File: config.mk
export PLATFORM = sky130hd
export DESIGN_NAME = dwb_cache_front
export DESIGN_NICKNAME = d
export VERILOG_FILES = /design/src/rtl/dwb_pkg.sv /design/src/rtl/dwb_tag_store.sv /design/src/rtl/dwb_data_array.sv /design/src/rtl/dwb_pending_reg.sv /design/src/rtl/dwb_cache_front.sv
export SDC_FILE = /design/constraint.sdc
export NUM_CORES = 1
export LEC_CHECK = 0
export ABC_AREA = 0
export ABC_CLOCK_PERIOD_IN_PS = 3470
export BUFFER_PORTS_ARGS = -buffer_cell sky130_fd_sc_hd__buf_2
export CAP_MARGIN = 10
export CORE_UTILIZATION = 65
export DETAILED_ROUTE_END_ITERATION = 7
export PLACE_DENSITY = 0.82
export SYNTH_ARGS = -nofsm -noshare
export SYNTH_HDL_FRONTEND = slang
export SYNTH_SLANG_ARGS = --single-unit
File: constraint.sdc
create_clock -name clk -period 3.47 [get_ports clk]
set_clock_uncertainty 0.2 [all_clocks]
set_input_delay 0.1735 -clock clk [delete_from_list [all_inputs] [get_ports clk]]
set_output_delay 0.1735 -clock clk [all_outputs]
set_load 0.005 [all_outputs]
File: src/rtl/dwb_pkg.sv
package dwb_pkg;
   typedef enum logic [1:0] {
      OP_IDLE    = 2'd0,
      OP_LOAD    = 2'd1,
      OP_STORE   = 2'd2,
      OP_BLOCKED = 2'd3
   } dwb_op_e;

   function automatic dwb_op_e decode_op(input logic valid, input logic store, input logic fill);
      if (!valid)     return OP_IDLE;
      else if (fill)  return OP_BLOCKED;
      else if (store) return OP_STORE;
      else            return OP_LOAD;
   endfunction
endpackage

File: src/rtl/dwb_tag_store.sv
module dwb_tag_store #(
   parameter int NUM_LINES = 8,
   parameter int INDEX_W   = 3,
   parameter int TAG_W     = 6
) (
   input  logic               clk,
   input  logic               rst_n,
   input  logic [INDEX_W-1:0] lk_index,
   input  logic [TAG_W-1:0]   lk_tag,
   output logic               lk_hit,
   input  logic               fill_en,
   input  logic [INDEX_W-1:0] fill_index,
   input  logic [TAG_W-1:0]   fill_tag
);
   logic [NUM_LINES-1:0] line_ok;
   logic [TAG_W-1:0]     line_tag [NUM_LINES];

   for (genvar g = 0; g < NUM_LINES; g++) begin : g_line
      always_ff @(posedge clk) begin
         if (!rst_n) begin
            line_ok[g]  <= 1'b0;
            line_tag[g] <= '0;
         end else if (fill_en && fill_index == INDEX_W'(g)) begin
            line_ok[g]  <= 1'b1;
            line_tag[g] <= fill_tag;
         end
      end
   end

   assign lk_hit = line_ok[lk_index] && (line_tag[lk_index] == lk_tag);

   AST_FILL_VALIDATES: assert property (@(posedge clk) disable iff (!rst_n)
      fill_en |=> line_ok[$past(fill_index)]);
endmodule

File: src/rtl/dwb_data_array.sv
module dwb_data_array #(
   parameter int NUM_LINES  = 8,
   parameter int LINE_WORDS = 2,
   parameter int INDEX_W    = 3,
   parameter int OFFS_W     = 1,
   parameter int DATA_W     = 32,
   localparam int BE_W      = DATA_W / 8,
   localparam int NUM_WORDS = NUM_LINES * LINE_WORDS
) (
   input  logic                         clk,
   input  logic [INDEX_W-1:0]           rd_index,
   input  logic [OFFS_W-1:0]            rd_offs,
   output logic [DATA_W-1:0]            rd_word,
   input  logic                         fill_en,
   input  logic [INDEX_W-1:0]           fill_index,
   input  logic [LINE_WORDS*DATA_W-1:0] fill_line,
   input  logic                         wr_en,
   input  logic [INDEX_W-1:0]           wr_index,
   input  logic [OFFS_W-1:0]            wr_offs,
   input  logic [DATA_W-1:0]            wr_data,
   input  logic [BE_W-1:0]              wr_be
);
   logic [DATA_W-1:0] mem [NUM_WORDS];

   for (genvar l = 0; l < NUM_LINES; l++) begin : g_line
      for (genvar w = 0; w < LINE_WORDS; w++) begin : g_word
         localparam int SLOT = l * LINE_WORDS + w;
         logic fill_hit, wr_hit;
         assign fill_hit = fill_en && fill_index == INDEX_W'(l);
         assign wr_hit   = wr_en && wr_index == INDEX_W'(l) && wr_offs == OFFS_W'(w);
         for (genvar b = 0; b < BE_W; b++) begin : g_lane
            always_ff @(posedge clk) begin
               if (fill_hit)
                  mem[SLOT][8*b +: 8] <= fill_line[w*DATA_W + 8*b +: 8];
               else if (wr_hit && wr_be[b])
                  mem[SLOT][8*b +: 8] <= wr_data[8*b +: 8];
            end
         end
      end
   end

   assign rd_word = mem[{rd_index, rd_offs}];
endmodule

File: src/rtl/dwb_pending_reg.sv
module dwb_pending_reg #(
   parameter int WADDR_W = 10,
   parameter int DATA_W  = 32,
   localparam int BE_W   = DATA_W / 8
) (
   input  logic               clk,
   input  logic               rst_n,
   input  logic               capture_en,
   input  logic [WADDR_W-1:0] cap_waddr,
   input  logic [DATA_W-1:0]  cap_data,
   input  logic [BE_W-1:0]    cap_be,
   input  logic               commit_en,
   input  logic               drop_en,
   output logic               pend_valid,
   output logic [WADDR_W-1:0] pend_waddr,
   output logic [DATA_W-1:0]  pend_data,
   output logic [BE_W-1:0]    pend_be,
   input  logic [WADDR_W-1:0] lk_waddr,
   input  logic [DATA_W-1:0]  array_word,
   output logic [DATA_W-1:0]  merged_word
);
   logic match;

   always_ff @(posedge clk) begin
      if (!rst_n) begin
         pend_valid <= 1'b0;
         pend_waddr <= '0;
         pend_data  <= '0;
         pend_be    <= '0;
      end else if (drop_en) begin
         pend_valid <= 1'b0;
      end else if (capture_en) begin
         pend_valid <= 1'b1;
         pend_waddr <= cap_waddr;
         pend_data  <= cap_data;
         pend_be    <= cap_be;
      end else if (commit_en) begin
         pend_valid <= 1'b0;
      end
   end

   assign match = pend_valid && (pend_waddr == lk_waddr);

   for (genvar b = 0; b < BE_W; b++) begin : g_merge
      assign merged_word[8*b +: 8] = (match && pend_be[b]) ? pend_data[8*b +: 8]
                                                           : array_word[8*b +: 8];
   end

   AST_DROP_WINS: assert property (@(posedge clk) disable iff (!rst_n)
      drop_en |=> !pend_valid);
endmodule

File: src/rtl/dwb_cache_front.sv
module dwb_cache_front #(
   parameter int ADDR_W     = 12,
   parameter int DATA_W     = 32,
   parameter int NUM_LINES  = 8,
   parameter int LINE_WORDS = 2,
   localparam int BE_W      = DATA_W / 8,
   localparam int BOFF_W    = $clog2(BE_W),
   localparam int OFFS_W    = (LINE_WORDS > 1) ? $clog2(LINE_WORDS) : 1,
   localparam int INDEX_W   = $clog2(NUM_LINES),
   localparam int TAG_W     = ADDR_W - INDEX_W - OFFS_W - BOFF_W,
   localparam int WADDR_W   = ADDR_W - BOFF_W
) (
   input  logic                         clk,
   input  logic                         rst_n,
   input  logic                         req_valid,
   input  logic                         req_store,
   input  logic [ADDR_W-1:0]            req_addr,
   input  logic [DATA_W-1:0]            req_wdata,
   input  logic [BE_W-1:0]              req_be,
   output logic                         rsp_hit,
   output logic [DATA_W-1:0]            rsp_rdata,
   input  logic                         fill_valid,
   input  logic [INDEX_W-1:0]           fill_index,
   input  logic [TAG_W-1:0]             fill_tag,
   input  logic [LINE_WORDS*DATA_W-1:0] fill_line
);
   import dwb_pkg::*;

   if (DATA_W % 8 != 0 || DATA_W < 16) begin : g_bad_data
      $error("DATA_W must be a multiple of 8 and at least 16");
   end
   if ((1 << INDEX_W) != NUM_LINES || LINE_WORDS < 2 || (1 << OFFS_W) != LINE_WORDS) begin : g_bad_geom
      $error("NUM_LINES and LINE_WORDS must be powers of two, LINE_WORDS >= 2");
   end
   if (TAG_W < 1) begin : g_bad_tag
      $error("ADDR_W too small for the chosen geometry");
   end

   dwb_op_e            op;
   logic [WADDR_W-1:0] req_waddr;
   logic [OFFS_W-1:0]  req_offs;
   logic [INDEX_W-1:0] req_index;
   logic [TAG_W-1:0]   req_tag;
   logic               tag_hit;
   logic               capture_en, commit_en, drop_en;
   logic               pend_valid;
   logic [WADDR_W-1:0] pend_waddr;
   logic [DATA_W-1:0]  pend_data;
   logic [BE_W-1:0]    pend_be;
   logic [DATA_W-1:0]  array_word, merged_word;

   assign op        = decode_op(req_valid, req_store, fill_valid);
   assign req_waddr = req_addr[ADDR_W-1:BOFF_W];
   assign req_offs  = req_waddr[OFFS_W-1:0];
   assign req_index = req_waddr[OFFS_W +: INDEX_W];
   assign req_tag   = req_waddr[WADDR_W-1 -: TAG_W];

   dwb_tag_store #(.NUM_LINES(NUM_LINES), .INDEX_W(INDEX_W), .TAG_W(TAG_W)) u_tags (
      .clk(clk), .rst_n(rst_n),
      .lk_index(req_index), .lk_tag(req_tag), .lk_hit(tag_hit),
      .fill_en(fill_valid), .fill_index(fill_index), .fill_tag(fill_tag));

   assign capture_en = (op == OP_STORE) && tag_hit;
   assign commit_en  = (op == OP_STORE) && pend_valid;
   assign drop_en    = fill_valid && pend_valid && (pend_waddr[OFFS_W +: INDEX_W] == fill_index);

   dwb_data_array #(.NUM_LINES(NUM_LINES), .LINE_WORDS(LINE_WORDS), .INDEX_W(INDEX_W),
                    .OFFS_W(OFFS_W), .DATA_W(DATA_W)) u_data (
      .clk(clk),
      .rd_index(req_index), .rd_offs(req_offs), .rd_word(array_word),
      .fill_en(fill_valid), .fill_index(fill_index), .fill_line(fill_line),
      .wr_en(commit_en), .wr_index(pend_waddr[OFFS_W +: INDEX_W]),
      .wr_offs(pend_waddr[OFFS_W-1:0]), .wr_data(pend_data), .wr_be(pend_be));

   dwb_pending_reg #(.WADDR_W(WADDR_W), .DATA_W(DATA_W)) u_pend (
      .clk(clk), .rst_n(rst_n),
      .capture_en(capture_en), .cap_waddr(req_waddr), .cap_data(req_wdata), .cap_be(req_be),
      .commit_en(commit_en), .drop_en(drop_en),
      .pend_valid(pend_valid), .pend_waddr(pend_waddr), .pend_data(pend_data), .pend_be(pend_be),
      .lk_waddr(req_waddr), .array_word(array_word), .merged_word(merged_word));

   assign rsp_hit   = (op == OP_LOAD || op == OP_STORE) && tag_hit;
   assign rsp_rdata = (op == OP_LOAD && tag_hit) ? merged_word : '0;

   AST_STORE_HIT_PENDS: assert property (@(posedge clk) disable iff (!rst_n)
      (req_valid && req_store && !fill_valid && rsp_hit) |=> pend_valid);
   AST_STORE_MISS_EMPTY: assert property (@(posedge clk) disable iff (!rst_n)
      (req_valid && req_store && !fill_valid && !rsp_hit) |=> !pend_valid);
   AST_LOAD_KEEPS_PEND: assert property (@(posedge clk) disable iff (!rst_n)
      (req_valid && !req_store && !fill_valid) |=> $stable(pend_valid));
   AST_FILL_BLOCKS_REQ: assert property (@(posedge clk) disable iff (!rst_n)
      fill_valid |-> !rsp_hit);
   AST_ONE_WRITER: assert property (@(posedge clk) disable iff (!rst_n)
      !(fill_valid && commit_en));
endmodule

# Word level (Yosys, flattened, before mapping)
# Memories as Yosys holds them, arrays and structs flattened.
# Cells that the tools add are included.
# word_totals
reg_bits	55
ramBits	560
in_bits	126
word_cells	588
mem_count	2
# classes
magnitude_cmp	1
n_eq_ne	19
n_mux	351
bitwise	75
reduce_logical	128
# mem_list
memory	words	width	rd	rd_clocked_by_memory_dff	wr	line	source
u_data.mem	16	32	1	0	2	dwb_data_array.sv:23	logic [DATA_W-1:0] mem [NUM_WORDS];
u_tags.line_tag	8	6	1	0	8	dwb_tag_store.sv:16	logic [TAG_W-1:0] line_tag [NUM_LINES];
# ops
operator	n
8-bit two-way mux	68
32-bit two-way mux	15
32-bit OR reduction	14
1-bit two-way mux	228
4-bit two-way mux	28
1-bit logical AND	108
1-bit OR	72
6-bit two-way mux	8
3-bit == test (second input constant)	8
3-bit by 2-bit == test with 1-bit output (second input constant)	4
10-bit == test	1
3-bit by 1-bit == test with 1-bit output (second input constant)	2
6-bit == test	1
3-bit logical NOT	2
2-bit two-way mux	3
3-bit by 4-bit less-than comparator with 1-bit output (second input constant)	1
1-bit binary-select mux with 3-bit select	1
3-bit == test	1
1-bit inverter	3
2-bit by 1-bit == test with 1-bit output (second input constant)	1
2-bit == test (second input constant)	1
2-bit AND reduction	1
2-bit nonzero test	1
2-bit OR reduction	1
1-bit logical OR	1

# Longest topological paths before layout
# depth
ltp_word	20
mapped_depth	10
depth_no_buf	9

# Hierarchy
# A second synthesis with hierarchy kept.
# hier_totals
cells_unflattened	2021
area_unflattened_um2	32243.4
# modules_own_cells
mod	n_inst	cells_each	area_each_um2
dwb_data_array	1	1547	27045.9
dwb_tag_store	1	169	2596.2
dwb_pending_reg	1	260	2289.7
dwb_cache_front	1	45	311.5

# Worst setup path after synthesis
# No wires, ideal clock.
# synth_timing
path_type	input -> register
startpoint	in req_store
endpoint	mem u_data.mem[9][0], data pin
setup_ns	0.260
arrival_time_ns	1.989
path_slack_ns	1.022
cell_stages	10
path_buffers	1
cell_sequence	inv_1 > o21a_1 > inv_1 > ha_1 > nand4_1 > nor3_1 > nor2b_1 > clkbuf_1 > nand2_1 > mux2_2
# synth_lines
element	line	source
start, declared	dwb_cache_front.sv:16	input logic req_store,
end, declared	dwb_data_array.sv:23	

==> run summary <==
M1 GR Usage: 0.467
Worst path buffer plus inverter count: 3
Layout Nets: 2474
Critical Path Sink Type: register
Cell with the most instances after synthesis: edfxtp_1
Vias post-DR: 20700
Final Wtd Congestion: 0.954
Syn Inst Count: 2103
Ys Warns: 0
Initial Util: 0.659
Die Width: 222 um
Slowest-stage cell, CP: nor3_1
Crit-path cells: dlygate4sd3_1, buf_2, o21a_1, inv_1, ha_1, nor2b_1, nand2_1, nor3_1, nand2_1, mux2_2
Clock root buffer: clkbuf_16
Met2 usage: 0.582
Max VDD drop: 0.000602 V
Synth top area cells: edfxtp_1 (53%), mux2_2 (18%), mux4_2 (10%)
Total global routing overflow: 0
Fin. max-slew vios: 0
Measured slew at the worst slew-check pin: 1.10 ns
Via-per-instance ratio: 6.87
Fin. Hold Viols: 0
Largest net degree at the start of global routing: 77
Core Area: 47800 um2
Area fraction of the dominant cell type after synthesis: 0.533
CTS Sinks: 615
Post-synth top area cell: edfxtp_1
Hold/Removal Path Class: in -> reg
Share of cells above drive strength 1: 0.408
Finished Cell Area: 36500 um2
Final setup viols: 38
Failing checks: negative setup slack
Cell mode on critical path: nand2_1
Grt met3 use: 0.0823
Post-Place Cell Area: 32800 um2
Post-layout minimum cycle time: 3.53 ns
Status: finished with violations
Final period util: 1.02
# rows: 80
DRC violations left: 0
Slew margin rel.: 0.257
Synth-to-Final Area Change: 15.9%
Post-DR wirelength/cell: 29.2 um
Post-Syn Area: 31500 um2
Number of flops mapped to enable cells by yosys: 560
Antenna violations before repair: 2
Cell Pwr Density: 468 nW/um2
Top cell family by delay on the critical path: simple AND/OR/NAND/NOR gates
Post-detail-place hpwl: 54200 um
ANT cells: 0
Clock Latency Late Sink: 0.60 ns
CP Launch Type: primary input
Die H: 222 um
RSZ-0062 raised after global routing: true
Async SR Flop Fraction: 0
CTS tree: done
Port bufs: 156
GRT busiest layer: met2
P_leak: 0.0136 uW
Final worst slack: -0.0616 ns
1st-iter DRT viols: 2456
First drt pass iteration count: 5
Worst Path Arrival: 3.68 ns
Count of different cell masters after synthesis: 34
Clk buf depth: 3
F_max: 283 MHz
WL final: 87900 um
Clk pin slew, worst setup/hold paths: 0.06 ns
Syn nets: 2231
I/O Pins: 159
Crit path max fanout: 8
Sequential area share after synthesis: 0.568
Main synth FF type: edfxtp_1
Setup TNS: -1.26 ns
TritonCTS Buffers: 66
Slowest stage delay, CP: 0.76 ns
Die ar.: 49400 um2
Crit Path Class: in -> reg
Mapped Avg Cell Area: 15.0 um2
# H-tree levels: 3
Synth Register Bits: 615
First-pass GRT wire length: 131000 um
Synth top cells by count: edfxtp_1 (560), mux2_2 (513), nand2_1 (231)
Critical Path RT: 3.62 ns
Antenna Nets Post-Route: 0
Total Routing Usage GR: 0.359
Max_cap viols: 0
Number of global-route vias before repair: 21200
[worst reg2reg max path, delay by kind of cell (launching register included)]
kind	cells	cell delay (ns)
buffers and inverters	2	0.97
multiplexers	3	0.93
AND/OR/NAND/NOR	2	0.57
flip-flops	1	0.36
XOR/XNOR	1	0.12
[area by class of cell]
cell class                      instances  area, um2
Clock buffer                           95       1920
Timing Repair Buffer                  347       2650
Sequential cell                       615      17900
Multi-Input combinational cell       1313      13000
Fill cell                            2758      11300
Inverter                                3       11.3
Clock inverter                         22        307
Tap cell                              615        769
[power by group]
group / internal, uW / switching [uW] / total (uW)
Sequential: 8330 / 63.0 / 8390
Combinational: 708 / 689 / 1400
Clock: 4430 / 2890 / 7320
[routing by layer]
metal,part of all wire,vias to the layer above,routed length [um]
met5,0.00015,-,13
met4,0.047,2,4100
met3,0.099,286,8700
met2,0.48,1334,42600
met1,0.37,10400,32500
li1,-,8669,-
[cell usage in the layout, fill, tap and decap left out, types with 48 or more instances in the layout]
master / Yosys / final
dfxtp_1: 55 / 53
buf_2: 26 / 151
nand2_1: 231 / 231
and3_1: 48 / 48
edfxtp_1: 560 / 560
mux2_2: 513 / 513
a21oi_1: 60 / 51
clkbuf_16: 0 / 71
buf_4: 1 / 48
dlygate4sd3_1: 0 / 140
mux2i_1: 83 / 81
mux4_2: 144 / 144
a21o_1: 65 / 65
[kinds of logic (layout without fill, tap and decap cells)]
logic type,count (synthesis),after routing,share of synthesized area
adder cells (fa/ha/maj),2,2,0.000793
buffers and inverters,175,467,0.0234
AO/OA/AOI/OAI,173,173,0.0360
flip-flops,615,615,0.568
multiplexers,740,740,0.312
XOR/XNOR,18,18,0.00500
AND/OR/NAND/NOR,380,380,0.0545
[sequential cells by signal, indices dropped and copies added (netlist names)]
signal,flops
u_data.mem,512
u_tags.line_tag,48
u_pend.pend_data,32
u_pend.pend_waddr,10
u_tags.line_ok,8
u_pend.pend_be,4
u_pend.pend_valid,1
[worst paths after layout]
kind | depth (start not counted) | endpoint | startpoint | slack, ns
min | 4 | u_pend.pend_waddr[2] | req_addr[4] | 0.03
max reg2reg | 8 | u_pend.pend_data[23] | u_tags.line_tag[7][0] | 0.18
min reg2reg | 1 | u_tags.line_ok[7] | u_tags.line_ok[7] | 0.26
max | 10 | u_data.mem[2][3] | fill_valid | -0.06
[per-stage QoR]
step                setup slack [ns]   util  hold slack [ns]  cells  total power [uW]
floorplan                       1.02      -            0.112   2103              9360
global placement              0.0622  0.686            0.216   2753              9730
detailed placement            0.0412  0.686            0.222   2753              9790
CTS                           0.0101  0.763           0.0153   3010             17100
global route                  -0.167  0.764           0.0561   3010             17500
finish                       -0.0616  0.764           0.0329   3010             17100
[timing repair]
item	CTS	global route
endpoints found under the hold margin	606	0
setup endpoints to repair	6	243
resized for setup	9	13
setup buffers	0	0
hold buffers	140	0
Note: power is estimated with default switching activity, not from simulation.
